## src/rtl/pp_pwm_steer.sv

```systemverilog
module pp_pwm_steer #(
  parameter int PERIOD  = 200,
  parameter int MAX_PCT = 45,
  parameter int CW      = $clog2(PERIOD)
) (
  input  logic          clk,
  input  logic          rst,
  input  logic [CW-1:0] duty,
  input  logic [CW-1:0] blank_len,
  input  logic          shutdown,
  input  logic          ilim,
  input  logic          sync_in,
  output logic          out_a,
  output logic          out_b
);

  localparam int            MAX_ON = PERIOD * MAX_PCT / 100;
  localparam logic [CW-1:0] LAST   = CW'(PERIOD - 1);
  localparam logic [CW-1:0] ON_CAP = CW'(MAX_ON);

  logic [2:0]    sync_q;
  logic [CW-1:0] cnt;
  logic          phase, issued, done;

  logic          sync_edge, wrap, in_win, on;
  logic [CW-1:0] on_len, offs;

  assign sync_edge = sync_q[1] & ~sync_q[2];
  assign wrap      = sync_edge | (cnt == LAST);
  assign on_len    = (duty > ON_CAP) ? ON_CAP : duty;
  assign offs      = cnt - blank_len;
  assign in_win    = (cnt >= blank_len) && (offs < on_len);
  assign on        = in_win & ~done & ~ilim & ~shutdown;

  always_ff @(posedge clk) begin
    if (rst) sync_q <= '0;
    else     sync_q <= {sync_q[1:0], sync_in};
  end

  always_ff @(posedge clk) begin
    if (rst)       cnt <= '0;
    else if (wrap) cnt <= '0;
    else           cnt <= cnt + 1'b1;
  end

  always_ff @(posedge clk) begin
    if (rst) begin
      issued <= 1'b0;
      done   <= 1'b0;
    end else if (wrap) begin
      issued <= 1'b0;
      done   <= 1'b0;
    end else begin
      issued <= issued | on;
      done   <= done | (in_win & (ilim | shutdown)) | (issued & ~on);
    end
  end

  always_ff @(posedge clk) begin
    if (rst)                       phase <= 1'b0;
    else if (wrap & (issued | on)) phase <= ~phase;
  end

  always_ff @(posedge clk) begin
    if (rst) begin
      out_a <= 1'b0;
      out_b <= 1'b0;
    end else begin
      out_a <= on & ~phase;
      out_b <= on & phase;
    end
  end

  logic [CW:0] hi_len;
  logic        seen, last_a;

  always_ff @(posedge clk) begin
    if (rst)                 hi_len <= '0;
    else if (out_a | out_b)  hi_len <= hi_len + 1'b1;
    else                     hi_len <= '0;
  end

  always_ff @(posedge clk) begin
    if (rst) begin
      seen   <= 1'b0;
      last_a <= 1'b0;
    end else if (out_a) begin
      seen   <= 1'b1;
      last_a <= 1'b1;
    end else if (out_b) begin
      seen   <= 1'b1;
      last_a <= 1'b0;
    end
  end


  alternate_chk: assert property (@(posedge clk) disable iff (rst)
    $rose(out_a) |-> !(seen && last_a));


  no_overlap_chk: assert property (@(posedge clk) disable iff (rst)
    !(out_a && out_b));


  blank_low_chk: assert property (@(posedge clk) disable iff (rst)
    (cnt < blank_len) |=> (!out_a && !out_b));


  max_on_chk: assert property (@(posedge clk) disable iff (rst)
    hi_len <= (CW+1)'(MAX_ON));


  ilim_off_chk: assert property (@(posedge clk) disable iff (rst)
    ilim |=> (!out_a && !out_b));


  sd_off_chk: assert property (@(posedge clk) disable iff (rst)
    shutdown |=> (!out_a && !out_b));


  sd_run_chk: assert property (@(posedge clk) disable iff (rst)
    (shutdown && !wrap) |=> (cnt == CW'($past(cnt) + 1'b1)));


  sync_restart_chk: assert property (@(posedge clk) disable iff (rst)
    sync_edge |=> (cnt == '0));

endmodule

```

## config.mk

```make
export PLATFORM = sky130hd
export DESIGN_NAME = pp_pwm_steer
export DESIGN_NICKNAME = d
export VERILOG_FILES = /design/src/rtl/pp_pwm_steer.sv
export SDC_FILE = /design/constraint.sdc
export NUM_CORES = 1
export LEC_CHECK = 0
export BUFFER_PORTS_ARGS = -buffer_cell sky130_fd_sc_hd__buf_2
export CELL_PAD_IN_SITES_DETAIL_PLACEMENT = 0
export CELL_PAD_IN_SITES_GLOBAL_PLACEMENT = 1
export CORE_MARGIN = 2
export CORE_UTILIZATION = 42
export CTS_BUF_LIST = sky130_fd_sc_hd__clkbuf_8
export CTS_CLUSTER_SIZE = 40
export DETAILED_ROUTE_END_ITERATION = 10
export PLACE_DENSITY_LB_ADDON = 0.1
export SLEW_MARGIN = 25
export SYNTH_ARGS = -nofsm -noshare
export SYNTH_HDL_FRONTEND = slang
export SYNTH_SLANG_ARGS = --single-unit
```

## constraint.sdc

```tcl
create_clock -name clk -period 3.65 [get_ports clk]
set_input_delay 0.1825 -clock clk [delete_from_list [all_inputs] [get_ports clk]]
set_output_delay 0.1825 -clock clk [all_outputs]
set_load 0.01 [all_outputs]
```

==> flow_metrics.env, run 1 <==
export IMPL_track_usage_pct=15.8
export IMPL_grt_pass1_wl_um=4100
export IMPL_cp_cell_sequence="inv_1, ha_1, inv_1, fa_1, a211oi_2, nor2_1, o21ai_0, a32oi_1, ha_1, a21oi_1, nand2_1, a211oi_4, o2111ai_2, a21oi_2, mux2_4"
export IMPL_fin_ws_ns=0.276
export IMPL_max_stage_delay_ns=0.42
export IMPL_netlist_area_mm2=0.00121
export IMPL_cap_viol_max_count=0
export IMPL_hp_class="input port to register"
export IMPL_ys_seq_elements=16
export IMPL_vias_per_cell=5.20
export IMPL_reg2reg_slack_ns=0.28
export IMPL_yosysWarnings=0
export IMPL_cts_hold_buffers=0
export IMPL_finalSetupTns_ns=0
export IMPL_critPathTopFamily="compound AO/OA/AOI/OAI gates"
export IMPL_status="complete, no violations"
export IMPL_die_h_um=57.8
export IMPL_fp_dieW_um=57.8
export IMPL_yosysSeqAreaShare_pct=26.4
export IMPL_worstPathRequired_ns=3.79
export IMPL_finalNetCount=214
export IMPL_fin_crit_sh_pct=92.4
export IMPL_setup_violations=0
export IMPL_rr_endpoint="phase"
export IMPL_crit_type="register to register"
export IMPL_h_tree_depth=1
export IMPL_r2r_cells=15
export IMPL_clock_path_buffers=2
export IMPL_cts_made_buffers=3
export IMPL_drive_gt1_share_pct=20.7
export IMPL_initial_core_util_pct=44.1
export IMPL_firstDrtPassIters=4
export IMPL_fmax_mhz=296
export IMPL_detailed_place_area_mm2=0.00136
export IMPL_antenna_found_initial=0
export IMPL_drtAntennaViolNets=0
export IMPL_ctsRootBufferMaster="clkbuf_8"
export IMPL_fin_skew_ns=0.000660
export IMPL_rsz0062_at_grt="false"
export IMPL_hold_depth=2
export IMPL_worst_ep_arrival_time_ns=3.51
export IMPL_wirelength_um=2460
export IMPL_finalCriticalPeriod_ns=3.37
export IMPL_area_delta_synth_final_pct=15.3
export IMPL_hpwlAfterDp_um=2060
export IMPL_grt_max_degree=11
export IMPL_worstSkewPairLatency_ns=0.25
export IMPL_ir_worst_vdd_mv=0.211
export IMPL_final_util_pct=50.8
export IMPL_grt_ovfl_total=0
export IMPL_fillCellCount=286
export IMPL_r2r_start="cnt[0]"
export IMPL_die_area_mm2=0.00334
export IMPL_cp_slowest_cell="fa_1"
export IMPL_cts_sinks=16
export IMPL_vias=1065
export IMPL_cts_resized=0
export IMPL_worstPathMaxFanout=6
export IMPL_stdcell_area_mm2=0.00140
export IMPL_clkTransAtPathRegs_ns=0.06
export IMPL_drcViolationCount=0
export IMPL_num_io_pins=23
export IMPL_p_leak_nw=0.651
export IMPL_diodes=0
export IMPL_synth_cells=150
export IMPL_hold_start="sync_in"
export IMPL_grt_pass1_vias=961
export IMPL_maxSlewViolCount=0
export IMPL_holdPathEnd="sync_q[0]"
export IMPL_syn_num_nets=188
export IMPL_cts_tree="yes"
export IMPL_power_density_mw_per_mm2=293
export IMPL_synthDistinctLibCells=37
export IMPL_crit_buf_inv=2
export IMPL_routedWlPerCell_um=12.0
export IMPL_core_mm2=0.00276
export IMPL_syn_area_per_cell_um2=8.10
export IMPL_dp_worst_setup_slack_ns=0.303
export IMPL_finalHoldViolCount=0
export IMPL_cp_end_kind="register"
export IMPL_placementRows=19
export IMPL_place_gp_congestion=0.871
export IMPL_io_buffer_count=22
export IMPL_drt_iter0_drc=45
export IMPL_critPathLaunchType="register"
export IMPL_postCtsSetupBuffers=0
-- flip-flops by register name, summed over array words and instances (netlist names) --
signal,cells
cnt,8
done,1
issued,1
out_a,1
out_b,1
phase,1
sync_q,3
-- per-layer routing --
metal  global-route usage [%]  up-vias  wire length, um
li1                         -      569                -
met1                     19.4      476             1140
met2                     27.4       15             1230
met3                    0.670        5               37
met4                     8.97        0               58
met5                        0        -                0
-- synth_stat cells --
library cell / n / area share (%)
dfxtp_1: 16 / 26
nor2b_1: 6 / 3.1
a21o_2: 1 / 0.72
a21boi_0: 1 / 0.62
nor3_1: 3 / 1.2
inv_1: 13 / 4.0
a31o_1: 1 / 0.72
fa_1: 1 / 1.6
and3_1: 3 / 1.5
o2111ai_2: 1 / 1.2
o21ai_2: 1 / 0.72
xor2_1: 7 / 5.0
nand2b_1: 1 / 0.52
nand2_1: 8 / 2.5
and4b_1: 1 / 0.82
a21oi_2: 2 / 1.4
conb_1: 1 / 0.31
and2_2: 1 / 0.62
nor4_2: 1 / 1.0
mux2_4: 1 / 1.2
a211oi_1: 1 / 0.62
clkbuf_1: 1 / 0.31
nand4_1: 2 / 1.0
nor3b_1: 1 / 0.62
a211oi_4: 1 / 1.6
nor2_1: 26 / 8.0
or2_2: 1 / 0.52
a32oi_1: 2 / 1.4
ha_1: 16 / 16
and4_1: 1 / 0.72
nand3_1: 10 / 4.1
a211oi_2: 1 / 1.0
xnor2_1: 2 / 1.4
o21ai_0: 6 / 2.5
o211ai_1: 2 / 1.2
o21ai_1: 1 / 0.41
a21oi_1: 6 / 2.5
-- metrics by stage --
step | std cells | power, mW | hold WS (ns)
after CTS | 205 | 0.418 | 0.143
after global placement | 202 | 0.285 | 0.397
final | 205 | 0.411 | 0.146
after detailed placement | 202 | 0.288 | 0.401
after floorplan | 150 | 0.256 | 0.254
after global routing | 205 | 0.438 | 0.148
-- worst max-delay path by stage --
stage / to / startpoint / depth (start not counted) / slack (ns)
floorplan: phase / cnt[0] / 15 / 0.59
global placement: phase / cnt[0] / 15 / 0.28
detailed placement: phase / cnt[0] / 15 / 0.30
CTS: phase / cnt[0] / 15 / 0.26
global route: phase / cnt[0] / 14 / 0.04
finish: phase / cnt[0] / 15 / 0.28
-- final cells by class --
class	count	area, um2	area share, %
multi-input combinational	120	842	60.1
sequential	16	320	22.9
timing repair buffer	22	110	7.86
inverter	13	48.8	3.48
clock buffer	3	41.3	2.95
tap	31	38.8	2.77
-- logic make-up after synthesis --
group,after synthesis,synth area share [%]
DFF,16,26.4
muxes,1,1.24
adders and majority gates,17,18.1
xor gates and xnor gates,9,6.49
other,1,0.309
AOI/OAI and AO/OA,27,16.8
and+or+nand+nor,65,26.4
buffers and inverters,14,4.33
-- power breakdown --
part / total [mW] / switching (mW) / leakage (nW) / internal (mW)
combinational: 0.0991 / 0.0549 / 0.499 / 0.0442
sequential: 0.184 / 0.00525 / 0.130 / 0.179
clock: 0.128 / 0.0545 / 0.0216 / 0.0731
-- placed cells by master, fill, tap and decap left out, types with 2 or more instances in the layout --
cell type	netlist	layout
nand4_1	2	2
and3_1	3	3
nor2b_1	6	6
xor2_1	7	7
a21oi_2	2	2
dfxtp_1	16	16
o21ai_0	6	6
xnor2_1	2	2
nand2_1	8	8
clkbuf_8	0	3
buf_2	0	22
nand3_1	10	10
o211ai_1	2	2
a21oi_1	6	6
ha_1	16	16
nor2_1	26	26
inv_1	13	13
a32oi_1	2	2
nor3_1	3	3
(Power assumes the default switching activity.)
==> run 2: changes to the inputs <==
--- a/config.mk
+++ b/config.mk
@@ -9,7 +9,7 @@
 export CELL_PAD_IN_SITES_DETAIL_PLACEMENT = 0
 export CELL_PAD_IN_SITES_GLOBAL_PLACEMENT = 1
 export CORE_MARGIN = 2
-export CORE_UTILIZATION = 42
+export CORE_UTILIZATION = 35
 export CTS_BUF_LIST = sky130_fd_sc_hd__clkbuf_8
 export CTS_CLUSTER_SIZE = 40
 export DETAILED_ROUTE_END_ITERATION = 10
==> constraint.sdc (replaced) <==
create_clock -name clk -period 3.9 [get_ports clk]
set_input_delay 0.195 -clock clk [delete_from_list [all_inputs] [get_ports clk]]
set_output_delay 0.195 -clock clk [all_outputs]
set_load 0.01 [all_outputs]
==> flow_metrics.env, run 2 (same netlist as run 1, synthesis figures left out) <==
export IMPL_status="complete, no violations"
export IMPL_place_gp_congestion=0.864
export IMPL_firstDrtPassIters=4
export IMPL_wl_met2_um=1200
export IMPL_die_h_um=62.9
export IMPL_hpwlAfterDp_um=2080
export IMPL_finalNonFillerCells=220
export IMPL_cts_hold_buffers=0
export IMPL_cts_resized=0
export IMPL_grt_pass1_wl_um=4450
export IMPL_fin_crit_sh_pct=87.6
export IMPL_max_stage_delay_ns=0.43
export IMPL_setup_violations=0
export IMPL_fillCellCount=367
export IMPL_cp_cell_sequence="inv_1, ha_1, inv_1, fa_1, a211oi_2, nor2_1, o21ai_0, a32oi_1, ha_1, a21oi_1, nand2_1, a211oi_4, o2111ai_2, a21oi_2, mux2_4"
export IMPL_grt_pass1_vias=1040
export IMPL_dp_worst_setup_slack_ns=0.528
export IMPL_drt_iter0_drc=48
export IMPL_multi_input_area_um2=842
export IMPL_reg_top3="cnt: 8 flops, sync_q: 3 flops"
export IMPL_h_tree_depth=1
export IMPL_finalSetupTns_ns=0
export IMPL_antenna_found_initial=0
export IMPL_fp_dieW_um=62.9
export IMPL_critPathLaunchType="register"
export IMPL_ctsRootBufferMaster="clkbuf_8"
export IMPL_finalCriticalPeriod_ns=3.42
export IMPL_r2r_cells=15
export IMPL_drt_met1_wl_um=1210
export IMPL_wirelength_um=2510
export IMPL_area_delta_synth_final_pct=16.9
export IMPL_power_density_mw_per_mm2=271
export IMPL_cts_made_buffers=3
export IMPL_seq_area_um2=320
export IMPL_routedWlPerCell_um=11.4
export IMPL_worstPathRequired_ns=4.03
export IMPL_fin_ws_ns=0.482
export IMPL_wl_met3_um=83
export IMPL_mostFrequentLayoutCell="nor2_1"
export IMPL_num_io_pins=23
export IMPL_worst_ep_arrival_time_ns=3.55
export IMPL_p_leak_nw=0.651
export IMPL_clkTransAtPathRegs_ns=0.06
export IMPL_fmax_mhz=293
export IMPL_clock_path_buffers=2
export IMPL_final_cell_mix="nor2_1, buf_2, ha_1, dfxtp_1, inv_1"
export IMPL_track_usage_pct=14.0
export IMPL_fin_skew_ns=0.00329
export IMPL_largest_register_ffs=8
export IMPL_die_area_mm2=0.00396
export IMPL_finalNetCount=214
export IMPL_initial_core_util_pct=36.4
export IMPL_io_buffer_count=22
export IMPL_drcViolationCount=0
export IMPL_dp_cells=217
export IMPL_cts_sinks=16
export IMPL_maxSlewViolCount=0
export IMPL_dr_max_layer_used="met4"
export IMPL_crit_type="register to register"
export IMPL_core_mm2=0.00334
export IMPL_fin_worst_hold_slack_ns=0.159
export IMPL_rsz0062_at_grt="false"
export IMPL_drive_gt1_share_pct=20.7
export IMPL_cp_end_kind="register"
export IMPL_postCtsSetupBuffers=0
export IMPL_grt_ovfl_total=0
export IMPL_placementRows=21
export IMPL_cts_tree="yes"
export IMPL_worstPathMaxFanout=6
export IMPL_worstSkewPairLatency_ns=0.24
export IMPL_max_flop_register="cnt"
export IMPL_diodes=0
export IMPL_total_power_mw=0.384
export IMPL_drtAntennaViolNets=0
export IMPL_vias=1093
export IMPL_cp_slowest_cell="fa_1"
export IMPL_ir_worst_vdd_mv=0.135
export IMPL_grt_max_degree=11
export IMPL_finalHoldViolCount=0
export IMPL_cap_viol_max_count=0
export IMPL_hp_class="input port to register"
export IMPL_vias_per_cell=4.97
export IMPL_hold_depth=2
## run 2: cell counts in the layout (fill, tap and decap cells not counted)
No cell type changed its count.
## run 2: per-layer routing
layer | global-route usage [%] | vias up
met3 | 2.70 | 4
li1 | - | 571
met5 | 0 | -
met2 | 22.7 | 23
met1 | 18.1 | 495
met4 | 5.83 | 0
## run 2: worst paths after layout
kind | start | endpoint | slack [ns]
setup / recovery | cnt[0] | phase | 0.48
hold / removal | sync_in | sync_q[0] | 0.16
setup reg to reg | cnt[0] | phase | 0.48
hold reg to reg | sync_q[0] | sync_q[1] | 0.45
## run 2: cell type report
cell class	instances	share of cell area, %
clock buffer	3	2.91
inverter	13	3.44
multi-input combinational	120	59.3
sequential	16	22.6
tap	46	4.05
timing repair buffer	22	7.75
## run 2: power breakdown
part	internal, mW	leakage [nW]	switching (mW)	total [mW]
combinational	0.0414	0.499	0.0504	0.0918
sequential	0.167	0.130	0.00509	0.173
clock	0.0683	0.0216	0.0518	0.120
## run 2: worst max-delay path: cells and delay by family (launching register included)
kind,cells,cell delay (ns)
AOI/OAI and AO/OA,7,1.36
adders and majority gates,3,0.93
buffers and inverters,2,0.12
DFF,1,0.36
muxes,1,0.30
and+or+nand+nor,2,0.19
## run 2: stage by stage
step / instance area, um2 / util, %
final: 1420 / 42.6
after global placement: 1380 / 41.3
after detailed placement: 1380 / 41.3
after global routing: 1420 / 42.6
after CTS: 1420 / 42.6
after floorplan: 1210 / -
==> run 3: changes to the inputs <==
--- a/config.mk
+++ b/config.mk
@@ -8,9 +8,10 @@
 export BUFFER_PORTS_ARGS = -buffer_cell sky130_fd_sc_hd__buf_2
 export CELL_PAD_IN_SITES_DETAIL_PLACEMENT = 0
 export CELL_PAD_IN_SITES_GLOBAL_PLACEMENT = 1
+export CORE_ASPECT_RATIO = 2
 export CORE_MARGIN = 2
 export CORE_UTILIZATION = 35
-export CTS_BUF_LIST = sky130_fd_sc_hd__clkbuf_8
+export CTS_BUF_LIST = sky130_fd_sc_hd__clkbuf_4 sky130_fd_sc_hd__clkbuf_8
 export CTS_CLUSTER_SIZE = 40
 export DETAILED_ROUTE_END_ITERATION = 10
 export PLACE_DENSITY_LB_ADDON = 0.1
==> flow_metrics.env, run 3 (same netlist as run 1, synthesis figures left out) <==
export IMPL_mostFrequentLayoutCell="nor2_1"
export IMPL_firstDrtPassIters=4
export IMPL_hold_start="sync_in"
export IMPL_maxSlewViolCount=0
export IMPL_grt_ovfl_total=0
export IMPL_io_buffer_count=22
export IMPL_drt_iter0_drc=17
export IMPL_max_stage_delay_ns=0.42
export IMPL_grt_pass1_vias=1128
export IMPL_postCtsSetupBuffers=0
export IMPL_h_tree_depth=1
export IMPL_ctsRootBufferMaster="clkbuf_8"
export IMPL_worstPathRequired_ns=4.03
export IMPL_largest_register_ffs=8
export IMPL_reg_top3="cnt: 8 flops, sync_q: 3 flops"
export IMPL_clock_path_buffers=2
export IMPL_vias=1091
export IMPL_place_gp_congestion=0.758
export IMPL_finalNetCount=214
export IMPL_finalNonFillerCells=207
export IMPL_initial_core_util_pct=36.4
export IMPL_finalHoldViolCount=0
export IMPL_r2r_start="cnt[0]"
export IMPL_drcViolationCount=0
export IMPL_routedWlPerCell_um=13.5
export IMPL_finalCriticalPeriod_ns=3.38
export IMPL_cap_viol_max_count=0
export IMPL_status="complete, no violations"
export IMPL_die_area_mm2=0.00399
export IMPL_cp_end_kind="register"
export IMPL_worst_ep_arrival_time_ns=3.51
export IMPL_cts_sinks=16
export IMPL_worstSkewPairLatency_ns=0.24
export IMPL_finalSetupTns_ns=0
export IMPL_fin_skew_ns=0.000777
export IMPL_p_leak_nw=0.658
export IMPL_hpwlAfterDp_um=2400
export IMPL_cp_startpoint="cnt[0]"
export IMPL_fin_worst_hold_slack_ns=0.158
export IMPL_area_delta_synth_final_pct=16.6
export IMPL_fin_crit_sh_pct=86.6
export IMPL_dp_cells=203
export IMPL_cts_hold_buffers=0
export IMPL_final_cell_mix="nor2_1, buf_2, ha_1, dfxtp_1, inv_1"
export IMPL_max_flop_register="cnt"
export IMPL_critPathLaunchType="register"
export IMPL_worstPathMaxFanout=6
export IMPL_power_density_mw_per_mm2=289
export IMPL_cts_made_buffers=3
export IMPL_grt_max_degree=11
export IMPL_die_h_um=87.3
export IMPL_diodes=0
export IMPL_cts_resized=0
export IMPL_track_usage_pct=16.0
export IMPL_hp_class="input port to register"
export IMPL_drive_gt1_share_pct=21.1
export IMPL_core_mm2=0.00334
export IMPL_placementRows=30
export IMPL_antenna_found_initial=0
export IMPL_vias_per_cell=5.27
export IMPL_setup_violations=0
export IMPL_wirelength_um=2790
export IMPL_ir_worst_vdd_mv=0.238
export IMPL_cp_cell_sequence="inv_1, ha_1, inv_1, fa_1, a211oi_2, nor2_1, o21ai_0, a32oi_1, ha_1, a21oi_1, nand2_1, a211oi_4, o2111ai_2, a21oi_2, mux2_4"
export IMPL_fmax_mhz=296
export IMPL_grt_pass1_wl_um=4700
export IMPL_crit_type="register to register"
export IMPL_drtAntennaViolNets=0
export IMPL_cp_slowest_cell="fa_1"
export IMPL_clkTransAtPathRegs_ns=0.06
export IMPL_fp_dieW_um=45.7
export IMPL_num_io_pins=23
export IMPL_rsz0062_at_grt="false"
export IMPL_cts_tree="yes"
run 3: area by class of cell:
cell class | instances | area (um2)
multi-input cells | 120 | 842
fillers | 365 | 1920
well taps | 32 | 40.0
flip-flops and latches | 16 | 320
clock buffers | 4 | 55.1
repair buffers | 22 | 110
inverters | 13 | 48.8
run 3: metrics by stage:
step,power (mW),worst slack (ns),cell area [um2],util [%]
floorplan,0.240,0.842,1210,-
global placement,0.272,0.490,1360,40.7
detailed placement,0.273,0.493,1360,40.7
CTS,0.418,0.471,1420,42.4
global route,0.438,0.282,1420,42.4
finish,0.409,0.523,1420,42.4
run 3: metal layers:
layer,GRT usage [%],share of wire [%],up-vias
met5,0,0,-
met4,7.22,2.2,0
met3,1.45,2.4,4
met2,31.9,57,21
met1,14.8,38,495
li1,-,-,571
run 3: final timing paths:
check        slack (ns)   endpoint  cells past startpoint
min                0.16  sync_q[0]                      2
max reg2reg        0.52      phase                     15
max                0.52      phase                     15
min reg2reg        0.46  sync_q[1]                      1
run 3: power by group:
| group | total [mW] | switching [mW] | internal [mW] |
|---|---|---|---|
| Combinational | 0.0950 | 0.0536 | 0.0414 |
| Clock | 0.142 | 0.0526 | 0.0894 |
| Sequential | 0.172 | 0.00496 | 0.167 |
| Total | 0.409 | 0.111 | 0.298 |
run 3: critical path: cells and delay by family (launching register included):
| family | cells | cell delay (ns) |
|---|---|---|
| flops | 1 | 0.37 |
| buf+inv | 2 | 0.13 |
| simple gates | 2 | 0.20 |
| mux | 1 | 0.31 |
| fa+ha+maj | 3 | 0.91 |
| compound gates | 7 | 1.36 |
